===== src/rtl/sysclk_divtree_pkg.sv =====
package sysclk_divtree_pkg;

   localparam int CODE3_W = 3;
   localparam int CODE2_W = 2;

   // Core table: upper codes saturate at divide-by-one.
   function automatic int unsigned core_ratio(input logic [CODE3_W-1:0] code);
      case (code)
         3'd0:    core_ratio = 1;
         3'd1:    core_ratio = 2;
         3'd2:    core_ratio = 4;
         3'd3:    core_ratio = 8;
         3'd4:    core_ratio = 16;
         default: core_ratio = 1;
      endcase
   endfunction

   // Bus table: includes the non-power-of-two ratios 5 and 6.
   function automatic int unsigned bus_ratio(input logic [CODE3_W-1:0] code);
      case (code)
         3'd0:    bus_ratio = 1;
         3'd1:    bus_ratio = 2;
         3'd2:    bus_ratio = 4;
         3'd3:    bus_ratio = 5;
         3'd4:    bus_ratio = 6;
         3'd5:    bus_ratio = 8;
         3'd6:    bus_ratio = 16;
         default: bus_ratio = 32;
      endcase
   endfunction

   function automatic int unsigned per_ratio(input logic [CODE2_W-1:0] code);
      case (code)
         2'd0:    per_ratio = 1;
         2'd1:    per_ratio = 2;
         2'd2:    per_ratio = 4;
         default: per_ratio = 8;
      endcase
   endfunction

endpackage


===== src/rtl/sysclk_divtree_src.sv =====
module sysclk_divtree_src (
   input  logic sel_pll,
   input  logic xtal_tick,
   input  logic pll_tick,
   output logic src_tick
);
   always_comb begin
      src_tick = sel_pll ? pll_tick : xtal_tick;
   end
endmodule


===== src/rtl/sysclk_divtree_cfg.sv =====
module sysclk_divtree_cfg #(
   parameter int CFG_W = 32
) (
   input  logic             clk,
   input  logic             rst,
   input  logic             load,
   input  logic [CFG_W-1:0] cfg_in,
   output logic [CFG_W-1:0] cfg_act
);
   always_ff @(posedge clk) begin
      if (rst || load) begin
         cfg_act <= cfg_in;
      end
   end
endmodule


===== src/rtl/sysclk_divtree_ctr.sv =====
module sysclk_divtree_ctr #(
   parameter int DW = 6
) (
   input  logic          clk,
   input  logic          rst,
   input  logic          step,
   input  logic [DW-1:0] ratio,
   output logic          wrap
);
   logic [DW-1:0] cnt;
   logic [DW-1:0] last;

   always_comb begin
      last = ratio - DW'(1);
      wrap = step && (cnt == last);
   end

   always_ff @(posedge clk) begin
      if (rst) begin
         cnt <= '0;
      end else if (step) begin
         cnt <= (cnt == last) ? '0 : cnt + DW'(1);
      end
   end

   // R3 (and R2, R4): the count stays inside the selected period
   a_r3_cnt_below_ratio: assert property (@(posedge clk) disable iff (rst)
      cnt < ratio)
      else $error("counter reached its ratio");
endmodule


===== src/rtl/sysclk_divtree.sv =====
module sysclk_divtree
   import sysclk_divtree_pkg::*;
#(
   parameter int CFG_W    = 32,
   parameter int SEL_BIT  = 23,
   parameter int CORE_LSB = 25,
   parameter int BUS_LSB  = 20,
   parameter int PER_LSB  = 18,
   parameter int DW       = 6
) (
   input  logic             clk,
   input  logic             rst,
   input  logic [CFG_W-1:0] cfg_word,
   input  logic             xtal_tick,
   input  logic             pll_tick,
   output logic             core_en,
   output logic             bus_en,
   output logic             per_en
);
   localparam int MAX_RATIO = 32;

   generate
      if (SEL_BIT >= CFG_W || CORE_LSB + CODE3_W > CFG_W ||
          BUS_LSB + CODE3_W > CFG_W || PER_LSB + CODE2_W > CFG_W) begin : g_bad_field
         $error("configuration field lies outside the word");
      end
      if ((1 << DW) <= MAX_RATIO) begin : g_bad_width
         $error("counter width too small for largest ratio");
      end
   endgenerate

   logic [CFG_W-1:0] act;
   logic             src_tick;
   logic [DW-1:0]    core_r, bus_r, per_r;
   logic             core_wrap, bus_wrap, per_wrap, reload;

   sysclk_divtree_cfg #(.CFG_W(CFG_W)) u_cfg (
      .clk(clk), .rst(rst), .load(reload), .cfg_in(cfg_word), .cfg_act(act)
   );

   sysclk_divtree_src u_src (
      .sel_pll(act[SEL_BIT]), .xtal_tick(xtal_tick), .pll_tick(pll_tick),
      .src_tick(src_tick)
   );

   always_comb begin
      core_r = DW'(core_ratio(act[CORE_LSB +: CODE3_W]));
      bus_r  = DW'(bus_ratio(act[BUS_LSB +: CODE3_W]));
      per_r  = DW'(per_ratio(act[PER_LSB +: CODE2_W]));
   end

   sysclk_divtree_ctr #(.DW(DW)) u_core (
      .clk(clk), .rst(rst), .step(src_tick), .ratio(core_r), .wrap(core_wrap)
   );
   sysclk_divtree_ctr #(.DW(DW)) u_bus (
      .clk(clk), .rst(rst), .step(src_tick), .ratio(bus_r), .wrap(bus_wrap)
   );
   // Peripheral divider steps on bus completions (cascade).
   sysclk_divtree_ctr #(.DW(DW)) u_per (
      .clk(clk), .rst(rst), .step(bus_wrap), .ratio(per_r), .wrap(per_wrap)
   );

   always_comb begin
      reload = core_wrap && bus_wrap && per_wrap;
   end

   always_ff @(posedge clk) begin
      if (rst) begin
         core_en <= 1'b0;
         bus_en  <= 1'b0;
         per_en  <= 1'b0;
      end else begin
         core_en <= core_wrap;
         bus_en  <= bus_wrap;
         per_en  <= per_wrap;
      end
   end

   // peripheral pulses only coincide with bus pulses
   a_r4_per_with_bus: assert property (@(posedge clk) disable iff (rst)
      per_en |-> bus_en)
      else $error("peripheral pulse without bus pulse");

   // every enable follows a sampled selected tick
   a_r5_core_after_tick: assert property (@(posedge clk) disable iff (rst)
      core_en |-> $past(src_tick))
      else $error("core pulse without tick");
   a_r5_bus_after_tick: assert property (@(posedge clk) disable iff (rst)
      bus_en |-> $past(src_tick))
      else $error("bus pulse without tick");

   // outputs quiet in the cycle after reset
   a_r7_quiet_after_reset: assert property (@(posedge clk) disable iff (rst)
      $past(rst) |-> !(core_en || bus_en || per_en))
      else $error("pulse right after reset");

   // active configuration changes only at a common completion
   a_r6_cfg_held: assert property (@(posedge clk) disable iff (rst)
      !$past(rst) && !$past(reload) |-> $stable(act))
      else $error("configuration changed mid-period");
endmodule


===== config.mk =====
export PLATFORM = sky130hd
export DESIGN_NAME = sysclk_divtree
export DESIGN_NICKNAME = d
export VERILOG_FILES = /design/src/rtl/sysclk_divtree_pkg.sv /design/src/rtl/sysclk_divtree_src.sv /design/src/rtl/sysclk_divtree_cfg.sv /design/src/rtl/sysclk_divtree_ctr.sv /design/src/rtl/sysclk_divtree.sv
export SDC_FILE = /design/constraint.sdc
export NUM_CORES = 1
export LEC_CHECK = 0
export BUFFER_PORTS_ARGS = -buffer_cell sky130_fd_sc_hd__buf_2
export CAP_MARGIN = 5
export CORE_MARGIN = 3
export CORE_UTILIZATION = 52
export CTS_CLUSTER_DIAMETER = 80
export DETAILED_ROUTE_END_ITERATION = 7
export HOLD_SLACK_MARGIN = 0.06
export PLACE_DENSITY = 0.75
export SETUP_SLACK_MARGIN = 0.3
export SYNTH_ARGS = -nofsm -noshare
export SYNTH_HDL_FRONTEND = slang
export SYNTH_SLANG_ARGS = --single-unit

===== constraint.sdc =====
create_clock -name clk -period 2.8 [get_ports clk]
set_input_delay 0.28 -clock clk [delete_from_list [all_inputs] [get_ports clk]]
set_output_delay 0.28 -clock clk [all_outputs]
set_load 0.01 [all_outputs]

After elaboration in Yosys (flattened, before gate mapping):

Index checks and enable logic that the tools add are counted.

* bitwise operators: 0
* reductions and logical operators: 8
* div/mod/pow operators: 0
* $add $sub $neg: 6
* multiplexer cells: 7
* shifts and indexed selects: 0
* eq/ne operators: 15
* order comparisons: 0
* $mul: 0

Operator list (count)
* case mux 6 bit (7 select lines): 1
* case mux 5 bit (4 select lines): 1
* adder 6 x 1 -> 6 bit, second input constant: 3
* equality test 6 bit: 3
* two-way mux 6 bit: 3
* equality test 3 x 2 -> 1 bit, second input constant: 4
* equality test 3 bit, second input constant: 4
* case mux 4 bit (3 select lines): 1
* equality test 3 x 1 -> 1 bit, second input constant: 2
* subtractor 5 x 1 -> 6 bit, second input constant: 1
* subtractor 6 x 1 -> 6 bit, second input constant: 1
* logical AND 1 bit: 5
* subtractor 4 x 1 -> 5 bit, second input constant: 1
* logical NOT 3 bit: 1
* equality test 2 x 1 -> 1 bit, second input constant: 1
* equality test 2 bit, second input constant: 1
* logical NOT 2 bit: 1
* logical OR 1 bit: 1
* two-way mux 1 bit: 1

* input port bits: 36
* bits in writable memories: 0
* output and inout port bits: 3
* bits in latches: 0
* logic and storage cells: 43
* register bits after elaboration: 49
* memories: 0
* bits in read-only memories: 0

Depth between registers and ports, before layout:

* word-level depth: 8
* depth in mapped cells: 6

Hierarchy:

From an unflattened synthesis, not the netlist that was laid out.

* cell total of the unflattened synthesis: 225
* area total of the unflattened synthesis: 2643.8 um^2

Modules (own cells, without submodules)
* sysclk_divtree_ctr: cells an instance 54, instances 3, area each 481.7 um^2
* sysclk_divtree_cfg: cells an instance 33, instances 1, area each 967.2 um^2
* sysclk_divtree: cells an instance 29, instances 1, area each 216.5 um^2
* sysclk_divtree_src: cells an instance 1, instances 1, area each 15.0 um^2

Worst setup path after synthesis:

No wires, ideal clock.

* path kind: reg2reg
* start point: register u_cfg.cfg_act[21]
* end point: register u_cfg.cfg_act[18], enable pin
* required time: 2.469 ns
* period minus slack after synthesis: 2.153 ns
* arrival: 1.822 ns
* library setup time: 0.331 ns
* slack: 0.647 ns
* cell stages (with the launch flop): 7
* cell sequence: edfxtp_1 -> nand2_1 -> xnor2_1 -> or4_1 -> buf_2 -> nor2_2 -> a21o_1

* word-level cells in the longest chain between the ends: 8
* elaborated cells on any way between the ends: 15

Ends and longest elaborated chain
* start: declaration: RTL line sysclk_divtree_cfg.sv:8 `output logic [CFG_W-1:0] cfg_act`
* start signal: assignment: RTL line sysclk_divtree_cfg.sv:12 `cfg_act <= cfg_in;`
* equality test 3 bit, or another cell as far along: RTL line sysclk_divtree_pkg.sv:20 `case (code)`
* case mux 6 bit (7 select lines) (*): RTL line sysclk_divtree_pkg.sv:20
* subtractor 6 x 1 -> 6 bit (*): RTL line sysclk_divtree_ctr.sv:14 `last = ratio - DW'(1);`
* equality test 6 bit (*): RTL line sysclk_divtree_ctr.sv:15 `wrap = step && (cnt == last);`
* logical AND 1 bit (*): RTL line sysclk_divtree_ctr.sv:15
* logical AND 1 bit (on tied branches): RTL line sysclk_divtree.sv:64, sysclk_divtree_ctr.sv:15
* logical AND 1 bit (*): RTL line sysclk_divtree.sv:64 `reload = core_wrap && bus_wrap && per_wrap;`
* logical OR 1 bit (*): RTL line sysclk_divtree_cfg.sv:11 `if (rst || load) begin`

Mark *: on every way between the ends. The rest lies on a longest branch, timed or not.
A chain may end at the register's enable or synchronous reset.

Final worst setup path:

* start point: register u_cfg.cfg_act[26]
* end point: register u_cfg.cfg_act[23], enable pin

* word-level cells in the longest chain between the ends: 8
* elaborated cells on any way between the ends: 11

Ends and longest elaborated chain
* equality test 3 bit, or another cell as far along: RTL line sysclk_divtree_pkg.sv:8 `case (code)`
* case mux 5 bit (4 select lines) (*): RTL line sysclk_divtree_pkg.sv:8
* subtractor 5 x 1 -> 6 bit (*): RTL line sysclk_divtree_ctr.sv:14
* equality test 6 bit (*): RTL line sysclk_divtree_ctr.sv:15
* logical AND 1 bit (*): RTL line sysclk_divtree_ctr.sv:15
* logical AND 1 bit (*) (2 in series): RTL line sysclk_divtree.sv:64
* logical OR 1 bit (*): RTL line sysclk_divtree_cfg.sv:11

Marked as above.

==> reports/metrics.cfg <==
[route]
drc = 0
drt-vias-per-instance = 6.14
wl_mm = 2.86
wire_per_inst_um = 13.8
num_vias = 1277
ant_nets = 0
first_pass_iters = 4
drt_iter0_drc = 34

[critical_path]
crit_required_ps = 2800
critPathBufInv = 0
critPathKind = reg -> reg
r2r_slack_ps = 510
crit_fanout = 9
slowest_stage = or4b_2
cpPeakStageDelay_ps = 600
r2r_start = u_cfg.cfg_act[26]
r2r-end = u_cfg.cfg_act[23]
rr_worst_depth = 5
crit_arrival_ps = 2290
crit_chain = nor2_1 -> or4b_2 -> a31o_2 -> nor3_1 -> a21o_1
startpoint_type = flip-flop
end_kind = flip-flop
crit_family = simple AND/OR/NAND/NOR gates

[layout]
diodes = 0
layout_common_cells = dfxtp_1 (21), buf_2 (15), nor3_1 (14)
final_common_cell = dfxtp_1
area_growth_pct = 11.1
layout.nets = 216
layout-drive-gt1-share_pct = 16.9

[pwr]
power_density_mw_per_mm2 = 515
ir_drop_uv = 330
p_leak_uw = 0.000606

[logic_synthesis]
syn_nets = 197
yosys_warnings = 0
synth_edf_count = 9
synth_top_cell_by_area = dfxtp_1
synth-seq-cells = 30
synth.top_cell.area_share_pct = 28.0
synth_cell_types = 45
syn_avg_cell_area_um2 = 9.49
synth.area.top_cells = dfxtp_1 (28%), edfxtp_1 (18%), nor3_1 (4.7%), xnor2_1 (4.1%), a21oi_1 (3.7%)
ys_seq_area_share_pct = 46.0
async_reset_ff_share_pct = 0
syn_inst = 158
synth_area_mm2 = 0.00150
synth_ff_type = dfxtp_1

[timing]
fmax_mhz = 436
maxSlewHeadroom_pct = 55.3
fin_crit_ps = 2290
rsz0062_at_grt = no
finalHoldViolations = 0
fin_worst_skew_ps = 10.7
final.setup.worst_slack_ps = 507
finalSetupViolCount = 0
period_share_pct = 81.9
worst_pin_slew_ps = 671
final.setup.tns_ps = 0
finalMaxSlewViolations = 0

[worst_hold_path]
hold_start = cfg_word[18]
hold_path.class = in -> reg
holdPathStages = 1
hold_end = u_cfg.cfg_act[18]

[clock_network]
cts_tree = built
postCtsSetupBuffers = 0
cts_buffer_depth = 2
cts_hold_buffers = 0
clk_pin_slew_ps = 90
cts_resized = 0
cts_buffers = 5
h-tree-depth = 2
clock_latency_ps = 330
clk_root_buffer_cell = clkbuf_4
clock_sinks = 30

[floorplan]
die_h_um = 59.7
design.core.area_mm2 = 0.00261
core.rowCount = 18
initial_core_util_pct = 57.4
die_x_um = 59.7
ios = 39
die_area_mm2 = 0.00357

[global_routing]
grt_usage_pct = 18.7
antenna_found_initial = 0
grt_max_degree = 26
grt_pass1_wl_mm = 4.97
grt_pass1_vias = 1183
grt-ovfl-total = 0

[outcome]
status = completed

[placement]
gp_congestion = 0.809
place_ws_ps = 513
port_buffers = 15
dp_hpwl_mm = 2.03

[flow_run]
cap_violations = 0

## how the worst max path moves through the flow
stage / cells after the start / startpoint / to
finish: 5 / u_cfg.cfg_act[26] / u_cfg.cfg_act[23]
global route: 5 / u_cfg.cfg_act[20] / u_cfg.cfg_act[26]
CTS: 5 / u_cfg.cfg_act[26] / u_cfg.cfg_act[23]
detailed placement: 5 / u_cfg.cfg_act[26] / u_cfg.cfg_act[21]
global placement: 5 / u_cfg.cfg_act[26] / u_cfg.cfg_act[21]
floorplan: 6 / u_cfg.cfg_act[21] / u_cfg.cfg_act[18]
## through the flow
step / cell area, µm² / utilization [%] / hold slack [ps] / std cells / power, µW
finish: 1670 / 63.8 / 120 / 208 / 858
global route: 1670 / 63.8 / 83.3 / 208 / 906
CTS: 1670 / 63.8 / 98.8 / 208 / 869
detailed placement: 1610 / 61.5 / 458 / 200 / 598
global placement: 1610 / 61.5 / 456 / 200 / 593
floorplan: 1500 / - / 379 / 158 / 566
## flip-flops by register name (all words and copies together) (netlist names)
name,flops
u_per.cnt,6
bus_en,1
per_en,1
u_cfg.cfg_act,9
u_core.cnt,6
core_en,1
u_bus.cnt,6
## report_power, final
group          internal (µW)  total (µW)  switching, µW
Sequential               464         486           21.4
Combinational           44.3         104           59.4
Clock                    124         269            145
Total                    632         858            226
## worst reg2reg max path: cells and delay by family (launching register included)
kind,cells,cell delay [ps]
AND/OR/NAND/NOR,3,840
AO/OA/AOI/OAI,2,680
flip-flops,1,440
## cell usage after synthesis (2+ instances only)
library cell / instances
and3_1: 2
nand4_1: 4
nand4b_1: 2
dfxtp_1: 21
o21ai_0: 7
nand2b_1: 3
or4_1: 2
nor2b_1: 4
nor3_1: 14
xor2_1: 4
edfxtp_1: 9
inv_1: 3
nand3_1: 7
ha_1: 3
a21oi_1: 11
nand2_1: 9
nor4_1: 4
mux2_2: 2
clkbuf_1: 3
xnor2_1: 7
o211ai_1: 2
nor2_1: 12
## per-layer routing
metal	part of all wire (%)	global-route usage [%]	up-vias
li1	-	-	631
met1	41	21.4	597
met2	49	30.2	40
met3	6.6	6.48	9
met4	2.7	10.4	0
met5	0	0	-
## layout make-up
type                            count  area [µm²]
Fill cell                         230         946
Multi-Input combinational cell    120         778
Sequential cell                    30         691
Timing Repair Buffer               17        90.1
Clock buffer                        8        58.8
Tap cell                           30        37.5
Inverter                            3        11.3
## logic make-up (layout without fill, tap and decap cells)
kind of cell	count (synthesis)	in the layout	share of synthesized area, %
compound gates	33	33	15.2
buf+inv	8	28	2.08
xor+xnor	11	11	6.42
fa+ha+maj	3	3	2.50
mux	4	4	3.09
flops	30	30	46.0
simple gates	69	69	24.7
(Power assumes the default switching activity.)
